## src/rtl/sram_ctrl_pkg.sv

```systemverilog
`timescale 1ns/1ps
package sram_ctrl_pkg;

  typedef enum logic [2:0] {
    ST_IDLE,
    ST_RD,
    ST_RD_ACK,
    ST_WR_WAIT,
    ST_WR_PULSE,
    ST_WR_END,
    ST_RETAIN,
    ST_RECOVER
  } sram_st_e;

  // ceil(ns / period), never below one cycle
  function automatic int ns_to_cyc(input int ns, input int period_ps);
    int c;
    c = (ns * 1000 + period_ps - 1) / period_ps;
    return (c < 1) ? 1 : c;
  endfunction

  function automatic int imax(input int a, input int b);
    return (a > b) ? a : b;
  endfunction

endpackage

```

## src/rtl/sram_cycle_timer.sv

```systemverilog
`timescale 1ns/1ps
module sram_cycle_timer #(
  parameter int W = 2
) (
  input  logic         clk_i,
  input  logic         rst_ni,
  input  logic         load_i,
  input  logic [W-1:0] val_i,
  output logic         zero_o
);

  logic [W-1:0] cnt_q;

  always_ff @(posedge clk_i or negedge rst_ni) begin
    if (!rst_ni)             cnt_q <= '0;
    else if (load_i)         cnt_q <= val_i;
    else if (cnt_q != '0)    cnt_q <= cnt_q - 1'b1;
  end

  assign zero_o = (cnt_q == '0);

endmodule

```

## src/rtl/sram_dq_path.sv

```systemverilog
`timescale 1ns/1ps
module sram_dq_path #(
  parameter int DW = 8
) (
  input  logic          clk_i,
  input  logic          rst_ni,
  input  logic          cap_i,
  input  logic          drv_i,
  input  logic [DW-1:0] wdata_i,
  input  logic [DW-1:0] dq_i,
  output logic [DW-1:0] rdata_o,
  output logic [DW-1:0] dq_o,
  output logic          dq_oe_o
);

  always_ff @(posedge clk_i or negedge rst_ni) begin
    if (!rst_ni)    rdata_o <= '0;
    else if (cap_i) rdata_o <= dq_i;
  end

  assign dq_o    = wdata_i;
  assign dq_oe_o = drv_i;


  wdata_hold_chk: assert property (@(posedge clk_i) disable iff (!rst_ni)
    (drv_i && $past(drv_i)) |-> $stable(wdata_i));

endmodule

```

## src/rtl/sram_ctrl.sv

```systemverilog
`timescale 1ns/1ps
module sram_ctrl
  import sram_ctrl_pkg::*;
#(
  parameter int AW            = 19,
  parameter int DW            = 8,
  parameter int CLK_PERIOD_PS = 10000,
  parameter int T_RC_NS       = 15,
  parameter int T_ACC_NS      = 15,
  parameter int T_OE_ACC_NS   = 6,
  parameter int T_WC_NS       = 15,
  parameter int T_WP_NS       = 8,
  parameter int T_CW_NS       = 12,
  parameter int T_AW_NS       = 8,
  parameter int T_DS_NS       = 7,
  parameter int T_OHZ_NS      = 5,
  parameter int T_CHZ_NS      = 6,
  parameter bit WR_END_CS     = 1'b0
) (
  input  logic          clk_i,
  input  logic          rst_ni,
  input  logic          req_i,
  input  logic          wr_i,
  input  logic [AW-1:0] addr_i,
  input  logic [DW-1:0] wdata_i,
  input  logic          retain_i,
  output logic          ready_o,
  output logic          ack_o,
  output logic [DW-1:0] rdata_o,
  output logic [AW-1:0] mem_addr_o,
  output logic          mem_cs_no,
  output logic          mem_we_no,
  output logic          mem_oe_no,
  output logic [DW-1:0] mem_dq_o,
  input  logic [DW-1:0] mem_dq_i,
  output logic          mem_dq_oe_o
);

  localparam int P        = CLK_PERIOD_PS;
  localparam int RD_CYC   = imax(imax(ns_to_cyc(T_ACC_NS, P), ns_to_cyc(T_OE_ACC_NS, P)),
                                 ns_to_cyc(T_RC_NS, P));
  localparam int WP_CYC   = imax(imax(ns_to_cyc(T_WP_NS, P), ns_to_cyc(T_CW_NS, P)),
                                 imax(imax(ns_to_cyc(T_AW_NS, P), ns_to_cyc(T_DS_NS, P)),
                                      ns_to_cyc(T_WC_NS, P) - 1));
  localparam int TURN_CYC = imax(ns_to_cyc(T_OHZ_NS, P), ns_to_cyc(T_CHZ_NS, P));
  localparam int REC_CYC  = ns_to_cyc(T_RC_NS, P);
  localparam int MAX_CYC  = imax(RD_CYC, imax(WP_CYC, REC_CYC));
  localparam int TW       = $clog2(MAX_CYC + 1);
  localparam int TTW      = $clog2(TURN_CYC + 1);

  sram_st_e       state_q, state_d;
  logic [AW-1:0]  addr_q;
  logic [DW-1:0]  wdata_q;
  logic           accept;
  logic           tmr_load, tmr_zero;
  logic [TW-1:0]  tmr_val;
  logic           turn_load, turn_zero;
  logic           cap, drv;
  logic           end_cs_n, end_we_n;

  // strobe levels in the closing cycle of a store
  generate
    if (WR_END_CS) begin : g_end_cs
      assign end_cs_n = 1'b1;
      assign end_we_n = 1'b0;
    end else begin : g_end_we
      assign end_cs_n = 1'b0;
      assign end_we_n = 1'b1;
    end
  endgenerate

  assign ready_o = (state_q == ST_IDLE) && !retain_i;
  assign accept  = ready_o && req_i;
  assign ack_o   = (state_q == ST_RD_ACK) || (state_q == ST_WR_END);

  always_comb begin
    state_d   = state_q;
    tmr_load  = 1'b0;
    tmr_val   = '0;
    turn_load = 1'b0;
    cap       = 1'b0;
    unique case (state_q)
      ST_IDLE: begin
        if (retain_i) begin
          state_d = ST_RETAIN;
        end else if (req_i) begin
          if (!wr_i) begin
            state_d  = ST_RD;
            tmr_load = 1'b1;
            tmr_val  = TW'(RD_CYC - 1);
          end else if (turn_zero) begin
            state_d  = ST_WR_PULSE;
            tmr_load = 1'b1;
            tmr_val  = TW'(WP_CYC - 1);
          end else begin
            state_d  = ST_WR_WAIT;
          end
        end
      end
      ST_RD: begin
        if (tmr_zero) begin
          cap       = 1'b1;
          turn_load = 1'b1;
          state_d   = ST_RD_ACK;
        end
      end
      ST_RD_ACK: state_d = ST_IDLE;
      ST_WR_WAIT: begin
        if (turn_zero) begin
          state_d  = ST_WR_PULSE;
          tmr_load = 1'b1;
          tmr_val  = TW'(WP_CYC - 1);
        end
      end
      ST_WR_PULSE: if (tmr_zero) state_d = ST_WR_END;
      ST_WR_END:   state_d = ST_IDLE;
      ST_RETAIN: begin
        if (!retain_i) begin
          state_d  = ST_RECOVER;
          tmr_load = 1'b1;
          tmr_val  = TW'(REC_CYC - 1);
        end
      end
      ST_RECOVER: if (tmr_zero) state_d = ST_IDLE;
      default:    state_d = ST_IDLE;
    endcase
  end

  always_ff @(posedge clk_i or negedge rst_ni) begin
    if (!rst_ni) begin
      state_q <= ST_IDLE;
      addr_q  <= '0;
      wdata_q <= '0;
    end else begin
      state_q <= state_d;
      if (accept) begin
        addr_q  <= addr_i;
        wdata_q <= wdata_i;
      end
    end
  end

  always_comb begin
    mem_cs_no = 1'b1;
    mem_we_no = 1'b1;
    mem_oe_no = 1'b1;
    drv       = 1'b0;
    case (state_q)
      ST_RD: begin
        mem_cs_no = 1'b0;
        mem_oe_no = 1'b0;
      end
      ST_WR_PULSE: begin
        mem_cs_no = 1'b0;
        mem_we_no = 1'b0;
        drv       = 1'b1;
      end
      ST_WR_END: begin
        mem_cs_no = end_cs_n;
        mem_we_no = end_we_n;
        drv       = 1'b1;
      end
      default: ;
    endcase
  end

  assign mem_addr_o = addr_q;

  sram_cycle_timer #(.W(TW)) u_acc_tmr (
    .clk_i  (clk_i),
    .rst_ni (rst_ni),
    .load_i (tmr_load),
    .val_i  (tmr_val),
    .zero_o (tmr_zero)
  );

  sram_cycle_timer #(.W(TTW)) u_turn_tmr (
    .clk_i  (clk_i),
    .rst_ni (rst_ni),
    .load_i (turn_load),
    .val_i  (TTW'(TURN_CYC - 1)),
    .zero_o (turn_zero)
  );

  sram_dq_path #(.DW(DW)) u_dq (
    .clk_i   (clk_i),
    .rst_ni  (rst_ni),
    .cap_i   (cap),
    .drv_i   (drv),
    .wdata_i (wdata_q),
    .dq_i    (mem_dq_i),
    .rdata_o (rdata_o),
    .dq_o    (mem_dq_o),
    .dq_oe_o (mem_dq_oe_o)
  );

  // checker-side run counters
  logic          ovl;
  logic [TW:0]   ovl_cnt;
  logic [TW-1:0] rec_cnt;
  assign ovl = !mem_cs_no && !mem_we_no;

  always_ff @(posedge clk_i or negedge rst_ni) begin
    if (!rst_ni) begin
      ovl_cnt <= '0;
      rec_cnt <= '0;
    end else begin
      ovl_cnt <= ovl ? ovl_cnt + 1'b1 : '0;
      rec_cnt <= (state_q == ST_RECOVER) ? rec_cnt + 1'b1 : '0;
    end
  end


  write_overlap_chk: assert property (@(posedge clk_i) disable iff (!rst_ni)
    ovl |-> (mem_oe_no && mem_dq_oe_o));

  wp_width_chk: assert property (@(posedge clk_i) disable iff (!rst_ni)
    $fell(ovl) |-> (int'(ovl_cnt) == WP_CYC));

  wr_end_order_chk: assert property (@(posedge clk_i) disable iff (!rst_ni)
    $fell(ovl) |-> (mem_cs_no == WR_END_CS) && (mem_we_no == !WR_END_CS) && mem_dq_oe_o);

  no_contention_chk: assert property (@(posedge clk_i) disable iff (!rst_ni)
    mem_dq_oe_o |-> (mem_cs_no || mem_oe_no));

  turnaround_chk: assert property (@(posedge clk_i) disable iff (!rst_ni)
    $rose(mem_dq_oe_o) |-> turn_zero);

  ack_busy_chk: assert property (@(posedge clk_i) disable iff (!rst_ni)
    ack_o |-> !ready_o);

  ack_pulse_chk: assert property (@(posedge clk_i) disable iff (!rst_ni)
    ack_o |=> !ack_o);

  retain_quiet_chk: assert property (@(posedge clk_i) disable iff (!rst_ni)
    (state_q == ST_RETAIN) |-> (mem_cs_no && mem_oe_no && !mem_dq_oe_o && !ready_o));

  recover_len_chk: assert property (@(posedge clk_i) disable iff (!rst_ni)
    (state_q == ST_RECOVER && state_d == ST_IDLE) |-> (int'(rec_cnt) == REC_CYC - 1));

endmodule

```

## config.mk

```make
export PLATFORM = sky130hd
export DESIGN_NAME = sram_ctrl
export DESIGN_NICKNAME = d
export VERILOG_FILES = /design/src/rtl/sram_ctrl_pkg.sv /design/src/rtl/sram_cycle_timer.sv /design/src/rtl/sram_dq_path.sv /design/src/rtl/sram_ctrl.sv
export SDC_FILE = /design/constraint.sdc
export NUM_CORES = 1
export LEC_CHECK = 0
export ABC_CLOCK_PERIOD_IN_PS = 3700
export BUFFER_PORTS_ARGS = -buffer_cell sky130_fd_sc_hd__buf_2
export CORE_MARGIN = 5
export CORE_UTILIZATION = 35
export DETAILED_ROUTE_END_ITERATION = 10
export PLACE_DENSITY_LB_ADDON = 0.25
export SLEW_MARGIN = 20
export SYNTH_ARGS = -nofsm -noshare
export SYNTH_HDL_FRONTEND = slang
export SYNTH_SLANG_ARGS = --single-unit
```

## constraint.sdc

```tcl
create_clock -name clk_i -period 3.7 [get_ports clk_i]
set_input_delay 0.555 -clock clk_i [delete_from_list [all_inputs] [get_ports clk_i]]
set_output_delay 0.555 -clock clk_i [all_outputs]
set_load 0.01 [all_outputs]
```

==> metrics.md <==
| Metric | Value |
|---|---|
| Status | `completed` |
| Combinational power share | `40.7%` |
| Nets | `approximately 250` |
| CP startpoint kind | `flip-flop` |
| Critical path required time | `approximately 3.1 ns` |
| RSZ-0062 raised after global routing | `false` |
| Top cells by area, synth | `dfrtp_1 (58%), mux2_2 (18%), mux2_4 (6.9%)` |
| DRT iter0 DRCs | `19` |
| Crit Path Class | `flip-flop to output port` |
| Placed Instances | `between 200 and 300` |
| RePlAce Congestion | `0.7194` |
| Worst Setup SP | `state_q[2]` |
| Post-CTS Resized | `0` |
| Starting Density | `between 30% and 40%` |
| Final hold vios | `0` |
| Final Util | `48.21%` |
| Vias in the first global route | `1,239` |
| Leak | `between 1 and 1.5 nW` |
| Post-Route Setup TNS | `0 ns` |
| Simple-Gate Fraction of Synth Area | `approximately 7.5%` |
| Root Driver | `clkbuf_8` |
| Core area | `4755 um^2` |
| Post-route ant nets | `0` |
| Reg2reg start | `state_q[0]` |
| H-tree Lvls | `2` |
| Largest net degree at the start of global routing | `41` |
| Yosys top cell area share | `57.76%` |
| Int Power | `between 1 and 1.5 mW` |
| Final setup vio count | `0` |
| Std cell rows | `25` |
| Psw | `0.6709 mW` |
| Mux share of post-synthesis cell area | `roughly 25%` |
| Synth cell types | `27` |
| Ys Warns | `0` |
| Crit path DAT | `between 1.5 and 2 ns` |
| Sequential fraction of the synthesis area | `between 50 and 60%` |
| First-pass GRT wire length | `just under 6000 um` |
| Async SR Flop Fraction | `100.0%` |
| Adder-Cell Fraction of Synth Area | `less than 1%` |
| Top FF cell, synth | `dfrtp_1` |
| Total wire length | `about 3600 um` |
| Syn avg cell area | `roughly 14 um^2` |
| Later-pin clock latency in the skew report | `0.29 ns` |
| Die Height | `~80 um` |
| Peak supply drop | `0.0004111 V` |
| Complex-gate fraction of the synthesized area | `between 4 and 5%` |
| Clk pwr share | `19.0%` |
| Worst-path fanout max | `11` |
| Crit end category | `output port` |
| PortBufs | `80` |
| Total grt overflow | `0` |
| Post-Layout Cell Count | `272` |
| Worst hold slack | `between 0.3 and 0.4 ns` |
| Dpl hpwl | `approximately 2700 um` |
| Least-Margin Pin Slew | `about 0.88 ns` |
| Via density | `approximately 4.4` |
| Synth Register Bits | `40` |
| Largest family of logic cells by synthesized area | `multiplexers` |
| Gate Count Post-Synth | `about 120` |
| Xor/xnor share of the synthesized area | `0.5054%` |
| Sw frac | `between 30% and 40%` |
| IO Pins | `81` |
| Layout cells sized above 1 | `around three fifths` |
| Post-route clock period utilization | `between 50% and 60%` |
| Slew headroom | `41.07%` |
| Deepest clock path buffer count | `2` |
| Synth top cells by count | `dfrtp_1 (40), mux2_2 (28), mux2_4 (8)` |
| Number of synthesized flops with an enable pin | `0` |
| Synth area leader | `dfrtp_1` |
| Hold crit path type | `input pin to asynchronous set/reset pin` |
| Die W | `around 80 um` |
| Ant. Diodes | `0` |
| DR WL/cell | `13.37 um` |
| Fmax | `roughly 480 MHz` |
| Post-CTS Setup Bufs | `0` |
| Slew Limit Fails | `0` |
| Num CTS Buffers | `5` |
| Max-cap violations | `0` |
| Initial antenna violation count | `0` |
| CTS tree | `done` |
| Area grow syn2layout | `32.27%` |
| Layout Skew | `0.007210 ns` |
| Hold buffer count at cts | `0` |
| DRC violations left | `0` |
| Reg2Reg Setup Slack | `roughly 1.7 ns` |
| CTS Sinks | `40` |
| Worst flop-to-flop path endpoint | `mem_addr_o[15]` |
| Sequential power share | `40.4%` |
| Synth Net Count | `between 150 and 200` |
| Synth Cell Area | `about 1700 um^2` |
| Cell Pwr Density | `between 800 and 900 nW/um^2` |
| DIE AREA | `roughly 6500 um^2` |
| Post-route minimum period | `roughly 2.1 ns` |
| Via Count | `between 1,000 and 1,500` |
| Most frequent cell after synthesis | `dfrtp_1` |
| Gr usage total | `11.75%` |
| DRT Pass-1 Iters | `2` |
| Cells on worst reg2reg path | `3` |
| Clock Pin Slew Worst Setup and Hold Paths | `~0.080 ns` |
-- cells in the final DEF (no fill, tap or decap), drive strengths merged --
| cell | count |
|---|---|
| nor2b | 3 |
| o31ai | 1 |
| buf | 80 |
| xor2 | 1 |
| nor4 | 1 |
| o21bai | 1 |
| or3 | 1 |
| o211a | 1 |
| mux2 | 36 |
| clkbuf | 7 |
| a21oi | 2 |
| inv | 4 |
| nor3b | 1 |
| dfrtp | 40 |
| nand3 | 2 |
| bufinv | 1 |
| nand2 | 6 |
| ha | 1 |
| nor2 | 4 |
| and3 | 1 |
| nor3 | 3 |
| a211oi | 1 |
| o21ai | 6 |
| o22ai | 1 |
-- sequential cells by signal, summed over array words and instances (netlist names) --
signal           count
mem_addr_o          19
u_dq.rdata_o         8
wdata_q              8
u_acc_tmr.cnt_q      2
state_q              3
-- how the worst max path moves through the flow --
stage / to / slack [ns] / depth (start not counted)
CTS: mem_we_no / 1.60 / 3
floorplan: u_dq.rdata_o[0] / 2.05 / 5
global placement: mem_addr_o[14] / 1.71 / 3
finish: mem_we_no / 1.61 / 3
global route: mem_we_no / 1.53 / 3
detailed placement: mem_addr_o[14] / 1.68 / 3
-- metal layers --
layer	vias up	part of all wire, %	global-route usage (%)	wire length (um)
li1	588	-	-	-
met1	568	42	13.90	1512
met2	42	47	17.72	1697
met3	7	9.5	5.830	345
met4	0	2.2	5.574	81
met5	-	0	0	0
-- power by group through the flow --
stage | clock (mW) | sequential, mW | combinational, mW
floorplan | 0 | 0.864 | 0.476
global placement | 0 | 0.815 | 0.818
detailed placement | 0 | 0.820 | 0.833
CTS | 0.397 | 0.814 | 0.834
global route | 0.417 | 0.843 | 0.903
finish | 0.381 | 0.812 | 0.817
-- layout make-up --
type / instances / area [um^2]
Timing Repair Buffer: 80 / 400.4
Tap cell: 67 / 83.83
Sequential cell: 40 / 1001
Clock inverter: 1 / 30.03
Clock buffer: 7 / 96.34
Inverter: 4 / 15.01
Multi-Input combinational cell: 73 / 665.6
Fill cell: 473 / 2462
-- critical path, stage by stage (launching register included) --
cell     delay, ns
dfrtp_1       0.60
inv_1         0.18
or3_1         0.32
buf_2         0.14
-- cells by family after synthesis --
family,Yosys count
DFF,40
muxes,36
and+or+nand+nor,22
AOI/OAI and AO/OA,13
buffers and inverters,11
xor gates and xnor gates,1
adders and majority gates,1
-- stage by stage --
step / worst slack [ns] / total power [mW] / cell area [um^2]
after floorplan: 2.046 / 1.340 / 1733
after global placement: 1.711 / 1.633 / 2166
after detailed placement: 1.678 / 1.653 / 2166
after CTS: 1.598 / 2.046 / 2292
after global routing: 1.530 / 2.163 / 2292
final: 1.613 / 2.010 / 2292
No activity file was read; power rests on OpenSTA's default activity.
